## src/rtl/mpu_pkg.sv

```systemverilog
package mpu_pkg;
  typedef enum logic [1:0] {
    KIND_ADDR_DATA,
    KIND_ALT,
    KIND_ADDR_HI,
    KIND_PLAIN
  } port_kind_e;

  function automatic port_kind_e kind_of(input int idx);
    case (idx)
      0:       return KIND_ADDR_DATA;
      1, 3:    return KIND_ALT;
      2:       return KIND_ADDR_HI;
      default: return KIND_PLAIN;
    endcase
  endfunction
endpackage

```

## src/rtl/mpu_rst_sync.sv

```systemverilog
module mpu_rst_sync #(
  parameter int STAGES = 2
) (
  input  logic clk,
  input  logic rst_n,
  output logic rst_sync_n
);
  logic [STAGES-1:0] sync_q;
  logic [STAGES-1:0] sync_d;

  always_comb begin
    sync_d = {sync_q[STAGES-2:0], 1'b1};
  end

  always_ff @(posedge clk or negedge rst_n) begin
    if (!rst_n) sync_q <= '0;
    else        sync_q <= sync_d;
  end

  assign rst_sync_n = sync_q[STAGES-1];
endmodule

```

## src/rtl/mpu_port_latch.sv

```systemverilog
module mpu_port_latch #(
  parameter int WIDTH = 8
) (
  input  logic             clk,
  input  logic             rst_n,
  input  logic             we,
  input  logic             force_ones,
  input  logic [WIDTH-1:0] d,
  output logic [WIDTH-1:0] q
);
  logic [WIDTH-1:0] q_nxt;

  always_comb begin
    q_nxt = q;
    if (force_ones)  q_nxt = '1;
    else if (we)     q_nxt = d;
  end

  always_ff @(posedge clk or negedge rst_n) begin
    if (!rst_n) q <= '1;
    else        q <= q_nxt;
  end

  AST_FORCE_ONES: assert property (@(posedge clk) disable iff (!rst_n)
    force_ones |=> (q == '1));
  AST_LOAD_DATA: assert property (@(posedge clk) disable iff (!rst_n)
    (we && !force_ones) |=> (q == $past(d)));
  AST_HOLD_IDLE: assert property (@(posedge clk) disable iff (!rst_n)
    (!we && !force_ones) |=> $stable(q));
endmodule

```

## src/rtl/mpu_rd_mux.sv

```systemverilog
module mpu_rd_mux #(
  parameter int WIDTH = 8,
  parameter int NPORT = 4,
  localparam int SEL_W = $clog2(NPORT)
) (
  input  logic [NPORT*WIDTH-1:0] latch_flat,
  input  logic [NPORT*WIDTH-1:0] pin_flat,
  input  logic [SEL_W-1:0]       sel,
  output logic [WIDTH-1:0]       latch_rd,
  output logic [WIDTH-1:0]       pin_rd
);
  always_comb begin
    latch_rd = latch_flat[sel*WIDTH +: WIDTH];
    pin_rd   = pin_flat[sel*WIDTH +: WIDTH];
  end
endmodule

```

## src/rtl/mcu_port_unit.sv

```systemverilog
module mcu_port_unit
  import mpu_pkg::*;
#(
  parameter int PORT_W    = 8,
  parameter int NUM_PORTS = 4,
  localparam int SEL_W    = $clog2(NUM_PORTS),
  localparam int PAD_W    = NUM_PORTS * PORT_W,
  localparam int ADDR_W   = 2 * PORT_W
) (
  input  logic              clk,
  input  logic              rst_n,
  input  logic              cpu_wr_en,
  input  logic [SEL_W-1:0]  cpu_wr_sel,
  input  logic [PORT_W-1:0] cpu_wr_data,
  input  logic [SEL_W-1:0]  cpu_rd_sel,
  output logic [PORT_W-1:0] rd_latch_data,
  output logic [PORT_W-1:0] rd_pin_data,
  input  logic [PAD_W-1:0]  pad_in,
  output logic [PAD_W-1:0]  pad_out,
  output logic [PAD_W-1:0]  pad_oe,
  input  logic [PORT_W-1:0] alt_out_p1,
  input  logic [PORT_W-1:0] alt_out_p3,
  output logic [PORT_W-1:0] alt_in_p1,
  output logic [PORT_W-1:0] alt_in_p3,
  input  logic              xbus_en,
  input  logic              xbus_addr_ph,
  input  logic              xbus_wr,
  input  logic              xbus_wide,
  input  logic [ADDR_W-1:0] xbus_addr,
  input  logic [PORT_W-1:0] xbus_wdata,
  output logic [PORT_W-1:0] xbus_rdata
);
  logic              rst_sync_n;
  logic [PORT_W-1:0] latch_q [NUM_PORTS];
  logic [PORT_W-1:0] drv_out [NUM_PORTS];
  logic [PORT_W-1:0] drv_oe  [NUM_PORTS];
  logic [PAD_W-1:0]  latch_flat;
  logic              bus_hi;

  assign bus_hi = xbus_en & xbus_wide;

  mpu_rst_sync #(.STAGES(2)) u_rst_sync (
    .clk        (clk),
    .rst_n      (rst_n),
    .rst_sync_n (rst_sync_n)
  );

  for (genvar g = 0; g < NUM_PORTS; g++) begin : g_port
    localparam port_kind_e KIND = kind_of(g);
    logic wr_hit;
    logic force_hit;

    assign wr_hit    = cpu_wr_en && (cpu_wr_sel == SEL_W'(g));
    assign force_hit = (KIND == KIND_ADDR_DATA) && xbus_en;

    mpu_port_latch #(.WIDTH(PORT_W)) u_latch (
      .clk        (clk),
      .rst_n      (rst_sync_n),
      .we         (wr_hit),
      .force_ones (force_hit),
      .d          (cpu_wr_data),
      .q          (latch_q[g])
    );

    if (KIND == KIND_ADDR_DATA) begin : g_ad
      assign drv_out[g] = !xbus_en     ? latch_q[g]            :
                          xbus_addr_ph ? xbus_addr[PORT_W-1:0] :
                          xbus_wr      ? xbus_wdata            : '0;
      assign drv_oe[g]  = !xbus_en     ? ~latch_q[g]           :
                          (xbus_addr_ph || xbus_wr) ? '1       : '0;
    end else if (KIND == KIND_ADDR_HI) begin : g_hi
      assign drv_out[g] = bus_hi ? xbus_addr[ADDR_W-1:PORT_W] : latch_q[g];
      assign drv_oe[g]  = bus_hi ? '1                         : ~latch_q[g];
    end else if (KIND == KIND_ALT) begin : g_alt
      logic [PORT_W-1:0] gated;
      assign gated      = latch_q[g] & ((g == 1) ? alt_out_p1 : alt_out_p3);
      assign drv_out[g] = gated;
      assign drv_oe[g]  = ~gated;
    end else begin : g_plain
      assign drv_out[g] = latch_q[g];
      assign drv_oe[g]  = ~latch_q[g];
    end

    assign pad_out[g*PORT_W +: PORT_W]    = drv_out[g];
    assign pad_oe[g*PORT_W +: PORT_W]     = drv_oe[g];
    assign latch_flat[g*PORT_W +: PORT_W] = latch_q[g];
  end

  mpu_rd_mux #(.WIDTH(PORT_W), .NPORT(NUM_PORTS)) u_rd_mux (
    .latch_flat (latch_flat),
    .pin_flat   (pad_in),
    .sel        (cpu_rd_sel),
    .latch_rd   (rd_latch_data),
    .pin_rd     (rd_pin_data)
  );

  assign alt_in_p1  = pad_in[2*PORT_W-1:PORT_W];
  assign alt_in_p3  = pad_in[4*PORT_W-1:3*PORT_W];
  assign xbus_rdata = pad_in[PORT_W-1:0];

  AST_ALT_GATE_P1: assert property (@(posedge clk) disable iff (!rst_sync_n)
    ((pad_out[2*PORT_W-1:PORT_W] & ~latch_q[1]) == '0));
  AST_ALT_GATE_P3: assert property (@(posedge clk) disable iff (!rst_sync_n)
    ((pad_out[4*PORT_W-1:3*PORT_W] & ~latch_q[3]) == '0));
  AST_BUS_RD_RELEASE: assert property (@(posedge clk) disable iff (!rst_sync_n)
    (xbus_en && !xbus_addr_ph && !xbus_wr) |-> (pad_oe[PORT_W-1:0] == '0));
  AST_BUS_ADDR_LO: assert property (@(posedge clk) disable iff (!rst_sync_n)
    (xbus_en && xbus_addr_ph) |-> (pad_out[PORT_W-1:0] == xbus_addr[PORT_W-1:0]));
  AST_P2_NARROW: assert property (@(posedge clk) disable iff (!rst_sync_n)
    !bus_hi |-> (pad_out[3*PORT_W-1:2*PORT_W] == latch_q[2]));
  AST_P2_KEPT: assert property (@(posedge clk) disable iff (!rst_sync_n)
    (xbus_en && !(cpu_wr_en && cpu_wr_sel == SEL_W'(2))) |=> $stable(latch_q[2]));
endmodule

```

## config.mk

```make
export PLATFORM = sky130hd
export DESIGN_NAME = mcu_port_unit
export DESIGN_NICKNAME = d
export VERILOG_FILES = /design/src/rtl/mpu_pkg.sv /design/src/rtl/mpu_rst_sync.sv /design/src/rtl/mpu_port_latch.sv /design/src/rtl/mpu_rd_mux.sv /design/src/rtl/mcu_port_unit.sv
export SDC_FILE = /design/constraint.sdc
export NUM_CORES = 1
export LEC_CHECK = 0
export ABC_AREA = 1
export BUFFER_PORTS_ARGS = -buffer_cell sky130_fd_sc_hd__buf_4
export CORE_MARGIN = 8
export CORE_UTILIZATION = 44
export CTS_BUF_LIST = sky130_fd_sc_hd__clkbuf_4
export DETAILED_ROUTE_END_ITERATION = 16
export GPL_TIMING_DRIVEN = 0
export PLACE_DENSITY = 0.86
export SKIP_CTS_REPAIR_TIMING = 1
export SLEW_MARGIN = 0
export SYNTH_ARGS = -nofsm -noshare
export SYNTH_HDL_FRONTEND = slang
export SYNTH_SLANG_ARGS = --single-unit
export TNS_END_PERCENT = 5
```

## constraint.sdc

```tcl
create_clock -name clk -period 1.4 [get_ports clk]
set_input_delay 0.28 -clock clk [delete_from_list [all_inputs] [get_ports clk]]
set_output_delay 0.28 -clock clk [all_outputs]
set_load 0.02 [all_outputs]
```

==> key figures <==
Layout
  – Share of cells above drive strength 1: 50.1%
  – Diodes inserted: 0
  – Fin nets: ~790
  – Register area: between 800 and 900 um2
  – Layout area overhead: 68.6%
  – Footprint of the multi-input gates: roughly 1400 um2
  – Post-route cell area: between 4000 and 5000 um2
  – Layout Cells excl Fill: around 770
  – Filler cells: ~470

Logic synthesis
  – Mapped Area: 2890 um2
  – Commonest register cell after synthesis: dfstp_2
  – Net Count, Synth: 575
  – Synthesized flop and latch total: 34
  – Sequential element share of the synthesized area: a little under a third
  – Cell variety after synth: 19
  – Synthesis Warnings: 0
  – Asr flop ratio synth: 100%
  – Synth Area per Inst: a little under 6 um2
  – Post-synth EDFFs: 0
  – Mapped Cells: approximately 480

Routing
  – TritonRoute pass-1 iters: 5
  – WL/cell: approximately 15 um
  – Drt first-iter violations: 171
  – Antenna viol nets, final: 0
  – Residual DRC: 0
  – Routed WL: approximately 12 mm
  – Via count: about 3,700
  – Via density: roughly 4.8

Timing
  – Worst Tran Pin Value: between 700 and 800 ps
  – Max_slew headroom: 53.2%
  – Fin Clk Skew: around 10 ps
  – Final hold viol count: 0
  – Fmax: around 620 MHz
  – Minimum clock period: about 1600 ps
  – Post-route clock period utilization: 114%
  – Setup TNS: -6270 ps
  – Final Setup Violations: 73
  – RSZ-0062 raised after global routing: true
  – Setup slack after layout: -202 ps
  – Slew Viols, Final: 0

Power
  – Combinational Power Share: 53.3%
  – PwrDens: approximately 810 nW/um2
  – Total Power: a little under 4 mW
  – NetSw: 1.56 mW
  – Flop pwr share: between 30% and 40%
  – Clock share of power: 12.9%
  – Leak pwr: just under 3 nW
  – Peak supply drop: approximately 0.0010 V
  – Sw Ratio: 39.5%
  – Internal power: 2.40 mW

Clock tree
  – Root Driver: clkbuf_4
  – Clk buf depth: 2
  – Worst-Skew Late Latency: roughly 330 ps
  – H-tree levels: 2
  – CTS tree: done
  – Clk sink count: 34
  – Clock slew at reported path FFs: 100 ps
  – CTS Buf Count: 5

Hold path
  – Worst min path class: input port to asynchronous set/reset pin

Run status
  – Failing checks: setup timing
  – Status: complete, but fails checks

Critical path
  – CP endpoint kind: primary output
  – Crit-path max FO: 3
  – Reg2reg setup slack: around 500 ps
  – CP Data Required Time: approximately 1100 ps
  – Arr. time, crit path: between 1000 and 1500 ps
  – Critical Path Source Type: register
  – CP Class: register to primary output

Floorplanning
  – Die extent in y: roughly 97 um
  – Full die area: between 9000 and 10,000 um2
  – Placeable Area: approximately 6300 um2
  – Num rows: 29
  – I/O pin count: between 150 and 200
  – Starting Density: a little under half
  – DIE WIDTH: slightly below 100 um

GRT
  – Pin count of the biggest net entering global routing: 33
  – First-pass GRT wire length: approximately 17 mm
  – Tot GR Track Use: about 22%
  – Initial antenna violation count: 0
  – Grt ovf: 0
  – Vias in the first global route: around 3,600

Placed design
  – Placed instance count: ~750
  – GPL Wtd Cong: 0.899
  – DP Wirelength: slightly above 9 mm
  – Post-DP Area: 4390 um2
  – # port buffers: approximately 190

Run
  – Max-Cap Viols: 0
-- cell usage after synthesis, types with 2 or more instances --
master	count	share of area, %
buf_2	12	2.1
nand2_2	2	0.43
clkbuf_1	4	0.52
o21ai_1	16	2.8
nor2_1	32	4.2
dfrtp_1	2	1.7
buf_6	4	1.6
nand2_1	192	25
o21ai_2	9	2.7
buf_4	24	6.2
inv_1	100	13
dfstp_2	32	29
nand3_1	48	8.3
nand3_4	2	1.2
-- per-layer routing --
| layer | up-vias | track usage (%) | part of all wire, % |
|---|---|---|---|
| met5 | - | 0 | 0 |
| met4 | 0 | 6.04 | 1.9 |
| met3 | 23 | 5.19 | 7.7 |
| met2 | 178 | 42.0 | 53 |
| met1 | 1689 | 23.3 | 37 |
| li1 | 1819 | - | - |
-- kinds of logic after synthesis --
family | Yosys count | synth area share, %
DFF | 34 | 30.9
other | 1 | 0.130
and+or+nand+nor | 278 | 39.8
buffers and inverters | 146 | 23.7
AOI/OAI and AO/OA | 25 | 5.51
-- cell usage in the layout (no fill, tap or decap) --
cell,count
inv_2,13
nor2_4,1
dfstp_2,32
nand3_1,39
buf_6,45
nand2_2,20
nand2_1,173
dfrtp_1,1
clkbuf_2,3
o21ai_2,9
nand2_4,1
nor2_1,27
o21ai_1,16
inv_1,87
dfrtp_2,1
dlygate4sd3_1,1
buf_4,189
clkinvlp_4,1
clkinv_1,1
clkbuf_1,2
nor2_2,5
conb_1,1
nand3_4,2
clkbuf_4,10
buf_2,7
nand3_2,10
-- worst max-delay path, stage by stage (launching register included) --
cell	delay (ps)
dfstp_2	560
inv_1	40
nand2_1	70
nand3_2	110
nand2_2	90
buf_6	110
-- power groups by stage --
stage,Sequential (mW),Clock [mW],Combinational [mW]
floorplan,1.31,0,1.00
finish,1.34,0.510,2.11
global route,1.35,0.566,2.26
global placement,1.36,0,1.76
detailed placement,1.36,0,1.80
CTS,1.35,0.524,1.81
-- sequential cells by signal (all words and copies together), names as in the netlist --
| name | flops |
|---|---|
| g_port.u_latch.q | 32 |
| u_rst_sync.sync_q | 2 |
-- area by class of cell --
class                   instances  share of cell area, %
plain buffers                  45                   6.58
multi-input cells             304                   29.2
inverters                     101                   7.87
flip-flops and latches         34                   18.3
well taps                      77                   1.98
repair buffers                206                   35.0
clock inverters                 1                 0.0771
clock buffers                   6                  0.926
-- stage by stage --
step / util (%) / hold WS [ps] / setup WS [ps]
detailed placement: 69.2 / 63.3 / -226
floorplan: - / -15.6 / 78.9
CTS: 70.0 / -311 / -250
finish: 76.6 / 239 / -202
global route: 76.6 / 232 / -246
global placement: 69.2 / 62.7 / -219
-- path summary, 6_finish.rpt --
| path | startpoint | to | cells after the start |
|---|---|---|---|
| min reg2reg | u_rst_sync.sync_q[0] | u_rst_sync.sync_q[1] | 0 |
| max in group asynchronous | u_rst_sync.sync_q[1] | g_port[1].u_latch.q[4] | 0 |
| max reg2reg | g_port[0].u_latch.q[1] | g_port[0].u_latch.q[1] | 4 |
| min in group clk | cpu_wr_sel[0] | g_port[0].u_latch.q[4] | 4 |
| min | rst_n | u_rst_sync.sync_q[1] | 2 |
| max | g_port[1].u_latch.q[5] | rd_latch_data[5] | 5 |
Power figures use the tool's default switching activity.
